==> config.mk <==
export PLATFORM = sky130hd
export DESIGN_NAME = mii_crs_col
export DESIGN_NICKNAME = d
export VERILOG_FILES = /design/src/rtl/mii_crs_col_pkg.sv /design/src/rtl/mii_crs_sel.sv /design/src/rtl/mii_col_det.sv /design/src/rtl/mii_sqe_timer.sv /design/src/rtl/mii_crs_col.sv
export SDC_FILE = /design/constraint.sdc
export NUM_CORES = 1
export LEC_CHECK = 0
export ABC_AREA = 1
export BUFFER_PORTS_ARGS = -buffer_cell sky130_fd_sc_hd__buf_2
export CAP_MARGIN = 20
export CORE_MARGIN = 2
export CORE_UTILIZATION = 25
export CTS_BUF_LIST = sky130_fd_sc_hd__clkbuf_4
export DETAILED_ROUTE_END_ITERATION = 8
export GPL_TIMING_DRIVEN = 1
export PLACE_DENSITY = 0.4
export SLEW_MARGIN = 20
export SYNTH_ARGS = -nofsm -noshare
export SYNTH_HDL_FRONTEND = slang
export SYNTH_SLANG_ARGS = --single-unit
export TNS_END_PERCENT = 100
==> constraint.sdc <==
create_clock -name clk -period 1.4 [get_ports clk]
set_input_delay 0 -clock clk [delete_from_list [all_inputs] [get_ports clk]]
set_output_delay 0 -clock clk [all_outputs]
set_load 0.1 [all_outputs]
==> src/rtl/mii_crs_col_pkg.sv <==
// Package: shared types for the MII carrier/collision generator.
// Assumes: all mode bits are static or change only between frames.
package mii_crs_col_pkg;

    // Source chosen for the carrier output.
    typedef enum logic [1:0] {
        CRS_SRC_BOTH = 2'd0,  // receive or transmit activity
        CRS_SRC_RX   = 2'd1,  // receive activity only
        CRS_SRC_SDET = 2'd2   // line signal detect
    } crs_src_e;

    // Mode controls bundled for the submodules.
    typedef struct packed {
        logic spd_100;
        logic full_dup;
        logic rptr;
        logic sym;
        logic hb_en;
    } mode_t;

endpackage

==> src/rtl/mii_crs_sel.sv <==
// Module: carrier sense selector.
// Picks the carrier source from the mode and registers the result.
// Assumes: inputs are synchronous to clk; output lags inputs by one cycle.
module mii_crs_sel
    import mii_crs_col_pkg::*;
(
    input  logic  clk,
    input  logic  rst_n,
    input  mode_t mode,
    input  logic  rx_act,
    input  logic  tx_act,
    input  logic  sig_det,
    output logic  crs
);

    crs_src_e src;
    logic     crs_d;

    // Choose the carrier source: symbol mode wins, then full duplex or repeater.
    always_comb begin
        if (mode.sym)
            src = CRS_SRC_SDET;
        else if (mode.full_dup || mode.rptr)
            src = CRS_SRC_RX;
        else
            src = CRS_SRC_BOTH;
    end

    // Form the next carrier value from the chosen source.
    always_comb begin
        unique case (src)
            CRS_SRC_SDET: crs_d = sig_det;
            CRS_SRC_RX:   crs_d = rx_act;
            default:      crs_d = rx_act | tx_act;
        endcase
    end

    // Register the carrier output; reset clears it.
    always_ff @(posedge clk) begin
        if (!rst_n) crs <= 1'b0;
        else        crs <= crs_d;
    end


    sym_crs_chk: assert property (@(posedge clk) disable iff (!rst_n)
        mode.sym |=> (crs == $past(sig_det)));


    rx_only_chk: assert property (@(posedge clk) disable iff (!rst_n)
        (!mode.sym && (mode.full_dup || mode.rptr) && !rx_act) |=> !crs);

endmodule

==> src/rtl/mii_col_det.sv <==
// Module: collision detector.
// Flags simultaneous transmit and receive activity in half duplex.
// Assumes: activity flags are synchronous; output lags them by one cycle.
module mii_col_det
    import mii_crs_col_pkg::*;
(
    input  logic  clk,
    input  logic  rst_n,
    input  mode_t mode,
    input  logic  rx_act,
    input  logic  tx_act,
    output logic  coll
);

    // Register the collision flag; full duplex forces it low.
    always_ff @(posedge clk) begin
        if (!rst_n) coll <= 1'b0;
        else        coll <= !mode.full_dup && rx_act && tx_act;
    end


    fd_no_col_chk: assert property (@(posedge clk) disable iff (!rst_n)
        mode.full_dup |=> !coll);


    hd_col_chk: assert property (@(posedge clk) disable iff (!rst_n)
        (!mode.full_dup && rx_act && tx_act) |=> coll);

endmodule

==> src/rtl/mii_sqe_timer.sv <==
// Module: heartbeat (SQE test) pulse timer.
// Sees the end of a transmission and holds a pulse for HB_CYC clock cycles.
// Assumes: HB_CYC >= 1; the pulse starts at the edge that sees tx_act low
// after high.
module mii_sqe_timer
    import mii_crs_col_pkg::*;
#(
    parameter int HB_CYC = 25
) (
    input  logic  clk,
    input  logic  rst_n,
    input  mode_t mode,
    input  logic  tx_act,
    output logic  sqe
);

    localparam int CNT_W = (HB_CYC > 1) ? $clog2(HB_CYC) : 1;
    localparam logic [CNT_W-1:0] LAST = CNT_W'(HB_CYC - 1);

    logic             tx_q;
    logic [CNT_W-1:0] cnt;
    logic             hb_ok;
    logic             start;

    // Heartbeat is allowed only at 10 Mb/s, half duplex, not repeating, enabled.
    assign hb_ok = mode.hb_en && !mode.spd_100 && !mode.full_dup && !mode.rptr;
    assign start = hb_ok && tx_q && !tx_act;

    // Keep last cycle's transmit activity for edge detection.
    always_ff @(posedge clk) begin
        if (!rst_n) tx_q <= 1'b0;
        else        tx_q <= tx_act;
    end

    // Load, count down and end the pulse; new transmit or lost mode aborts it.
    always_ff @(posedge clk) begin
        if (!rst_n) begin
            sqe <= 1'b0;
            cnt <= '0;
        end else if (start) begin
            sqe <= 1'b1;
            cnt <= LAST;
        end else if (sqe) begin
            if (tx_act || !hb_ok || cnt == '0) begin
                sqe <= 1'b0;
                cnt <= '0;
            end else begin
                cnt <= cnt - 1'b1;
            end
        end
    end


    no_overflow_chk: assert property (@(posedge clk) disable iff (!rst_n)
        cnt <= LAST);


    start_pulse_chk: assert property (@(posedge clk) disable iff (!rst_n)
        start |=> sqe);


    abort_chk: assert property (@(posedge clk) disable iff (!rst_n)
        (sqe && tx_act) |=> !sqe);


    rptr_quiet_chk: assert property (@(posedge clk) disable iff (!rst_n)
        mode.rptr |=> !sqe);

endmodule

==> src/rtl/mii_crs_col.sv <==
// Module: MII carrier sense and collision generator (top).
// Registers CRS and COL from activity and mode inputs; merges the heartbeat
// pulse onto COL. Assumes: one free-running clock, synchronous active-low reset.
module mii_crs_col
    import mii_crs_col_pkg::*;
#(
    parameter int HB_CYC = 25
) (
    input  logic clk,
    input  logic rst_n,
    input  logic rx_act,
    input  logic tx_act,
    input  logic sig_det,
    input  logic spd_100,
    input  logic full_dup,
    input  logic rptr_mode,
    input  logic sym_mode,
    input  logic hb_en,
    output logic crs,
    output logic col
);

    mode_t mode;
    logic  coll;
    logic  sqe;

    // Bundle the mode pins for the submodules.
    assign mode = '{spd_100: spd_100, full_dup: full_dup, rptr: rptr_mode,
                    sym: sym_mode, hb_en: hb_en};

    mii_crs_sel u_crs (
        .clk(clk), .rst_n(rst_n), .mode(mode),
        .rx_act(rx_act), .tx_act(tx_act), .sig_det(sig_det), .crs(crs)
    );

    mii_col_det u_col (
        .clk(clk), .rst_n(rst_n), .mode(mode),
        .rx_act(rx_act), .tx_act(tx_act), .coll(coll)
    );

    mii_sqe_timer #(.HB_CYC(HB_CYC)) u_sqe (
        .clk(clk), .rst_n(rst_n), .mode(mode),
        .tx_act(tx_act), .sqe(sqe)
    );

    // Merge the heartbeat pulse onto the collision output.
    assign col = coll | sqe;


    reset_clear_chk: assert property (@(posedge clk)
        !rst_n |=> (!crs && !col));


    fd_col_low_chk: assert property (@(posedge clk) disable iff (!rst_n)
        (full_dup && $past(full_dup)) |-> !col);

endmodule

==> impl_metrics.yaml, run 1 <==
run_status:
  run_status: "completed"
die:
  dieArea_sq_um: 2212
  start_util_pct: 26.81
  io_pins: 12
  die_y_microns: 47.03
  core_area_sq_um: 1727
  row_count: 15
  dieWidth_microns: 47.03
worst_setup_path:
  critical_path_class: "flip-flop to flip-flop"
  path_cells: "inv_1 > ha_1 > nand2_1 > or2_1 > nand2_1 > a21oi_1"
  cpMostUsedCell: "nand2_1"
  cp-start-kind: "flip-flop"
  cp_slowest_cell: "dfxtp_1"
  slowest_delay_ns: 0.32
  critPathBufInv: 1
  critPathRequiredTime_ns: 1.56
  critPathCaptureType: "flip-flop"
  crit_family: "simple AND/OR/NAND/NOR gates"
  arrival_ns: 1.38
  crit_fanout: 4
drt:
  drcViolationCount: 0
  wirelength_microns: 984
  drtPass1Iterations: 4
  postRouteAntennaNets: 0
  wl_per_cell_microns: 8.865
  vias: 463
  drt_iter0_markers: 8
  vias_per_cell: 4.171
placement:
  dp.cells: 103
  port-buffer-count: 11
  gp_congestion: 0.7494
  place_hpwl_microns: 779.3
  placed_area_sq_um: 549.3
cells_and_area:
  n_fill_cell: 204
  final_cells: 111
  drive_gt1_share_pct: 25.58
  final_nets: 98
  finalInstanceArea_sq_um: 619.3
  diodes: 0
  syn_to_final_growth_pct: 33.78
sta:
  max_freq_mhz: 817.6
  rsz0062_at_grt: "false"
  setup_tns_ns: 0
  whs_ns: 0.005254
  fin_crit_sh_pct: 87.36
  final-hold-violation-count: 0
  worstMarginPinSlew_ns: 0.4937
  max_slew_margin_pct: 67.32
  slew_viol_final: 0
  skew_ns: 0.003257
  fin_crit_ns: 1.223
  setup_violations: 0
cts:
  cts_buffers: 3
  cts_resized: 0
  cts_sinks: 9
  clock_latency_ns: 0.27
  h-tree-depth: 1
  clockBufferDepth: 2
  root_buffer: "clkbuf_4"
  clk_pin_slew_worst_paths_ns: 0.07
  cts_tree: "built"
power_and_ir_drop:
  seq_power_share_pct: 46.3
  leakage_nw: 0.2887
  internal_power_mw: 0.4164
  power_switching_mw: 0.1491
  p_comb_share_pct: 12.9
  vdd_drop_max_uv: 514.1
  switching_share_pct: 26.37
  p_per_area_nw_per_um2: 913.0
  p_clk_share_pct: 40.8
job:
  maxCapViolations: 0
synth:
  yosysSeqAreaShare_pct: 38.92
  postSynthNetCount: 78
  netlist_area_sq_um: 462.9
  syn_inst: 67
  ys_warn_count: 0
  synth_cell_type_count: 17
  synth_area_per_cell_sq_um: 6.910
  ys_ff_latch: 9
global_route:
  grt_max_degree: 6
  grt_pass1_vias: 456
  grt_overflow: 0
  grt.total_usage_pct: 12.38
  grt_pass1_wl_microns: 1869
  antenna_found_initial: 0
worst_hold_path:
  min_path_type: "primary input to flip-flop"
==> cells in the mapped netlist <==
master / instances / area share [%]
a21oi_1: 6 / 6.5
a31oi_1: 1 / 1.4
dfxtp_1: 9 / 39
ha_1: 1 / 2.7
inv_1: 13 / 11
inv_2: 1 / 0.81
nand2_1: 14 / 11
nand3_1: 6 / 6.5
nand3_2: 1 / 2.2
nor2_1: 6 / 4.9
nor2_2: 2 / 2.7
nor2_4: 2 / 4.9
nor3_1: 1 / 1.1
o21ai_0: 1 / 1.1
or2_1: 1 / 1.4
or2_2: 1 / 1.4
xor2_1: 1 / 1.9
==> tightest hold or removal path, delay by kind of cell <==
kind,cells,cell delay [ns]
buffers and inverters,2,0.17
AND/OR/NAND/NOR,1,0.07
==> stage by stage <==
stage / utilization, % / setup slack [ns] / total power [mW]
detailed placement: 31.81 / 0.1835 / 0.3341
floorplan: - / 0.2879 / 0.3088
CTS: 35.87 / 0.1662 / 0.5776
finish: 35.87 / 0.1770 / 0.5655
global placement: 31.81 / 0.1868 / 0.3341
global route: 35.87 / 0.07786 / 0.5968
==> layout by cell type, fill, tap and decap left out <==
cell type      Yosys  layout
ha_1               1       1
nor2_2             2       2
dfxtp_1            9       9
nor2_4             2       2
nor2_1             6       6
xor2_1             1       1
clkbuf_4           0       4
nor3_1             1       1
a21oi_1            6       6
dlygate4sd3_1      0       4
nand2_1           14      14
or2_2              1       1
inv_2              1       1
buf_2              0      11
or2_1              1       1
nand3_1            6       6
a31oi_1            1       1
nand3_2            1       1
inv_1             13      13
o21ai_0            1       1
==> repair_timing <==
item,in CTS,in global routing
setup endpoints to repair,0,0
hold endpoints to repair,3,0
hold buffers,4,0
setup buffers,0,0
==> worst paths after layout <==
kind                             startpoint                         to  slack, ns  cells past startpoint
hold reg to reg   u_sqe.cnt[4]$_SDFFE_PN0P_  u_sqe.cnt[4]$_SDFFE_PN0P_       0.46                      2
setup / recovery  u_sqe.cnt[0]$_SDFFE_PP0P_       u_sqe.sqe$_SDFF_PN0_       0.18                      6
setup reg to reg  u_sqe.cnt[0]$_SDFFE_PP0P_       u_sqe.sqe$_SDFF_PN0_       0.18                      6
hold / removal                        rst_n      u_sqe.tx_q$_SDFF_PN0_      0.005                      3
==> final cells by class <==
class	count	area [sq um]	area share, %
inverters	14	52.55	8.485
well taps	25	31.28	5.051
clock buffers	4	30.03	4.848
repair buffers	15	95.09	15.35
flip-flops and latches	9	180.2	29.09
multi-input cells	44	230.2	37.17
==> power by group through the flow <==
stage | sequential (mW) | combinational [mW] | clock (mW)
global route | 0.262 | 0.0801 | 0.255
global placement | 0.268 | 0.0662 | 0
finish | 0.262 | 0.0730 | 0.231
CTS | 0.262 | 0.0736 | 0.242
detailed placement | 0.268 | 0.0663 | 0
floorplan | 0.283 | 0.0256 | 0
==> logic make-up (layout without fill, tap and decap cells) <==
group | count (synthesis) | in the layout | share of synthesized area, %
buffers and inverters | 14 | 33 | 11.35
AOI/OAI and AO/OA | 8 | 8 | 8.919
and+or+nand+nor | 34 | 34 | 36.22
xor gates and xnor gates | 1 | 1 | 1.892
adders and majority gates | 1 | 1 | 2.702
DFF | 9 | 9 | 38.92
==> sequential cells by signal (all words and copies together) (netlist names) <==
signal and count:
u_sqe.cnt 5, u_col.coll 1, u_crs.crs 1, u_sqe.sqe 1, u_sqe.tx_q 1
==> layer usage <==
metal / up-vias / global-route usage [%] / wire length (microns)
met3: 2 / 6.538 / 60
li1: 242 / - / -
met2: 17 / 19.45 / 496
met1: 202 / 14.15 / 409
met4: 0 / 5.000 / 18
met5: - / 0 / 0
(Power assumes the default switching activity.)
==> run 2, diff against run 1 <==
--- a/config.mk
+++ b/config.mk
@@ -8,12 +8,13 @@
 export ABC_AREA = 1
 export BUFFER_PORTS_ARGS = -buffer_cell sky130_fd_sc_hd__buf_2
 export CAP_MARGIN = 20
-export CORE_MARGIN = 2
-export CORE_UTILIZATION = 25
+export CORE_AREA = 2 2 39 41
 export CTS_BUF_LIST = sky130_fd_sc_hd__clkbuf_4
+export CTS_CLUSTER_DIAMETER = 50
 export DETAILED_ROUTE_END_ITERATION = 8
+export DIE_AREA = 0 0 41 43
 export GPL_TIMING_DRIVEN = 1
-export PLACE_DENSITY = 0.4
+export PLACE_DENSITY = 0.52
 export SLEW_MARGIN = 20
 export SYNTH_ARGS = -nofsm -noshare
 export SYNTH_HDL_FRONTEND = slang
==> constraint.sdc (replaced) <==
create_clock -name clk -period 1.34 [get_ports clk]
set_input_delay 0 -clock clk [delete_from_list [all_inputs] [get_ports clk]]
set_output_delay 0 -clock clk [all_outputs]
set_load 0.1 [all_outputs]
==> run 2 against run 1 <==
- flip-flop and latch count stayed put
- non-clock buffer count decreased by 1
- global-route usage rose by 1.5 points
- wire length shrank 8.8%
- clock-buffer cell count is the same
- register-to-register slack lost 0.07 ns
- via count decreased by 4.8%
- sequential power up 5%
- total power is 2.4% higher
- critical endpoint unchanged
- largest power group unchanged
==> impl_metrics.yaml, run 2 (synthesized netlist as in run 1, its figures left out) <==
run_status:
  run_status: "completed"
cells_and_area:
  largest_register: "u_sqe.cnt"
  syn_to_final_growth_pct: 29.73
  finalInstanceArea_sq_um: 600.6
  largest_reg_flops: 5
  most-common-layout-cells: "14 x nand2_1, 13 x inv_1, 11 x buf_2, 9 x dfxtp_1"
  drive_gt1_share_pct: 27.06
  final_nets: 97
  final_cells: 101
  final_common_cell: "nand2_1"
  diodes: 0
power_and_ir_drop:
  p_clk_share_pct: 40.0
  seq_power_share_pct: 47.3
  p_total_mw: 0.5788
  switching_share_pct: 25.24
  leakage_nw: 0.2836
  internal_power_mw: 0.4327
  p_comb_share_pct: 12.7
  vdd_drop_max_uv: 490.0
  p_per_area_nw_per_um2: 963.7
  power_switching_mw: 0.1461
placement:
  port-buffer-count: 11
  pre_cts_ws_ns: 0.1300
  place_hpwl_microns: 698
  dp.cells: 94
  gp_congestion: 0.7491
  placed_area_sq_um: 538.0
sta:
  skew_ns: 0.01141
  slew_viol_final: 0
  fin_crit_sh_pct: 92.15
  worst_slack_ns: 0.1052
  final-hold-violation-count: 0
  setup_violations: 0
  worstMarginPinSlew_ns: 0.4825
  max_freq_mhz: 809.9
  fin_crit_ns: 1.235
  max_slew_margin_pct: 68.06
  setup_tns_ns: 0
  rsz0062_at_grt: "false"
worst_setup_path:
  crit_family: "simple AND/OR/NAND/NOR gates"
  critPathCaptureType: "flip-flop"
  cpMostUsedCell: "nand2_1"
  cp-start-kind: "flip-flop"
  rr_worst_depth: 6
  crit_end: "u_sqe.sqe$_SDFF_PN0_"
  critPathBufInv: 1
  r2r_start: "u_sqe.cnt[0]$_SDFFE_PP0P_"
  cp_num_cells: 6
  critPathRequiredTime_ns: 1.49
  path_cells: "inv_1 > ha_2 > nand2_1 > or2_1 > nand2_1 > a21oi_1"
  reg2reg_slack_ns: 0.11
  crit_fanout: 4
  cp_slowest_cell: "dfxtp_1"
  critical_path_class: "flip-flop to flip-flop"
  slowest_delay_ns: 0.31
  reg2reg_to: "u_sqe.sqe$_SDFF_PN0_"
  arrival_ns: 1.38
  startpoint: "u_sqe.cnt[0]$_SDFFE_PP0P_"
drt:
  wirelength_microns: 897
  postRouteAntennaNets: 0
  wl_per_cell_microns: 8.881
  drtPass1Iterations: 4
  drt_iter0_markers: 16
  vias_per_cell: 4.366
  vias: 441
  drcViolationCount: 0
cts:
  h-tree-depth: 1
  cts_sinks: 9
  cts_buffers: 3
  clock_latency_ns: 0.26
  clk_pin_slew_worst_paths_ns: 0.07
  cts_tree: "built"
  root_buffer: "clkbuf_4"
  clockBufferDepth: 2
global_route:
  grt_pass1_vias: 432
  antenna_found_initial: 0
  grt_max_degree: 6
  grt_pass1_wl_microns: 1642
  grt.total_usage_pct: 13.91
  grt_overflow: 0
job:
  maxCapViolations: 0
die:
  io_pins: 12
  dieWidth_microns: 41
  die_y_microns: 43
  dieArea_sq_um: 1763
  row_count: 14
  core_area_sq_um: 1384
  start_util_pct: 33.45
worst_hold_path:
  min_path_type: "primary input to flip-flop"
## run 2: cell types whose count changed in the layout (fill, tap and decap cells not counted), sizes merged
cell,previous run,this run
dlygate4sd3,4,3
## run 2: power groups by stage
stage	clock network [mW]	registers, mW	logic [mW]
global placement	0	0.280	0.0676
global route	0.259	0.274	0.0797
CTS	0.237	0.274	0.0733
floorplan	0	0.296	0.0268
finish	0.232	0.274	0.0732
detailed placement	0	0.280	0.0678
## run 2: stage by stage
step | hold slack, ns | util (%)
after floorplan | 0.07798 | -
after global placement | 0.2424 | 38.88
after detailed placement | 0.2423 | 38.88
after CTS | 0.003711 | 43.22
after global routing | 0.01148 | 43.40
final | 0.01351 | 43.40
## run 2: worst min-delay path, cell delays in order
cell and delay (ns):
buf_2 0.10, inv_1 0.05, a31oi_1 0.07
## run 2: timing repair
item | in CTS | in global routing
endpoints found under the hold margin | 2 | 0
gates resized for setup | 0 | 1
setup buffers | 0 | 0
hold buffers | 3 | 0
setup endpoints to repair | 0 | 1
## run 2: how the worst min path moves through the flow
stage	end	cells past startpoint	startpoint	slack [ns]
5_1_grt	u_crs.crs$_SDFF_PN0_	3	sym_mode	0.01
2_1_floorplan	u_col.coll$_SDFF_PN0_	1	full_dup	0.08
3_5_place_dp	u_col.coll$_SDFF_PN0_	2	full_dup	0.24
4_1_cts	u_crs.crs$_SDFF_PN0_	3	sym_mode	0.004
6_report	u_crs.crs$_SDFF_PN0_	3	sym_mode	0.01
3_3_place_gp	u_col.coll$_SDFF_PN0_	2	full_dup	0.24
## run 2: layer usage
layer / part of all wire [%] / global-route usage, % / routed length [microns]
met1: 44 / 16.61 / 397
met5: 0 / 0 / 0
met2: 52 / 20.63 / 467
met4: 0 / 11.33 / 0
met3: 3.6 / 2.094 / 32
## run 2: area by class of cell
class                           count  area, sq um
Fill cell                         144        783.3
Multi-Input combinational cell     44        232.7
Sequential cell                     9        180.2
Timing Repair Buffer               14        85.08
Inverter                           14        52.55
Clock buffer                        4        30.03
Tap cell                           16        20.02
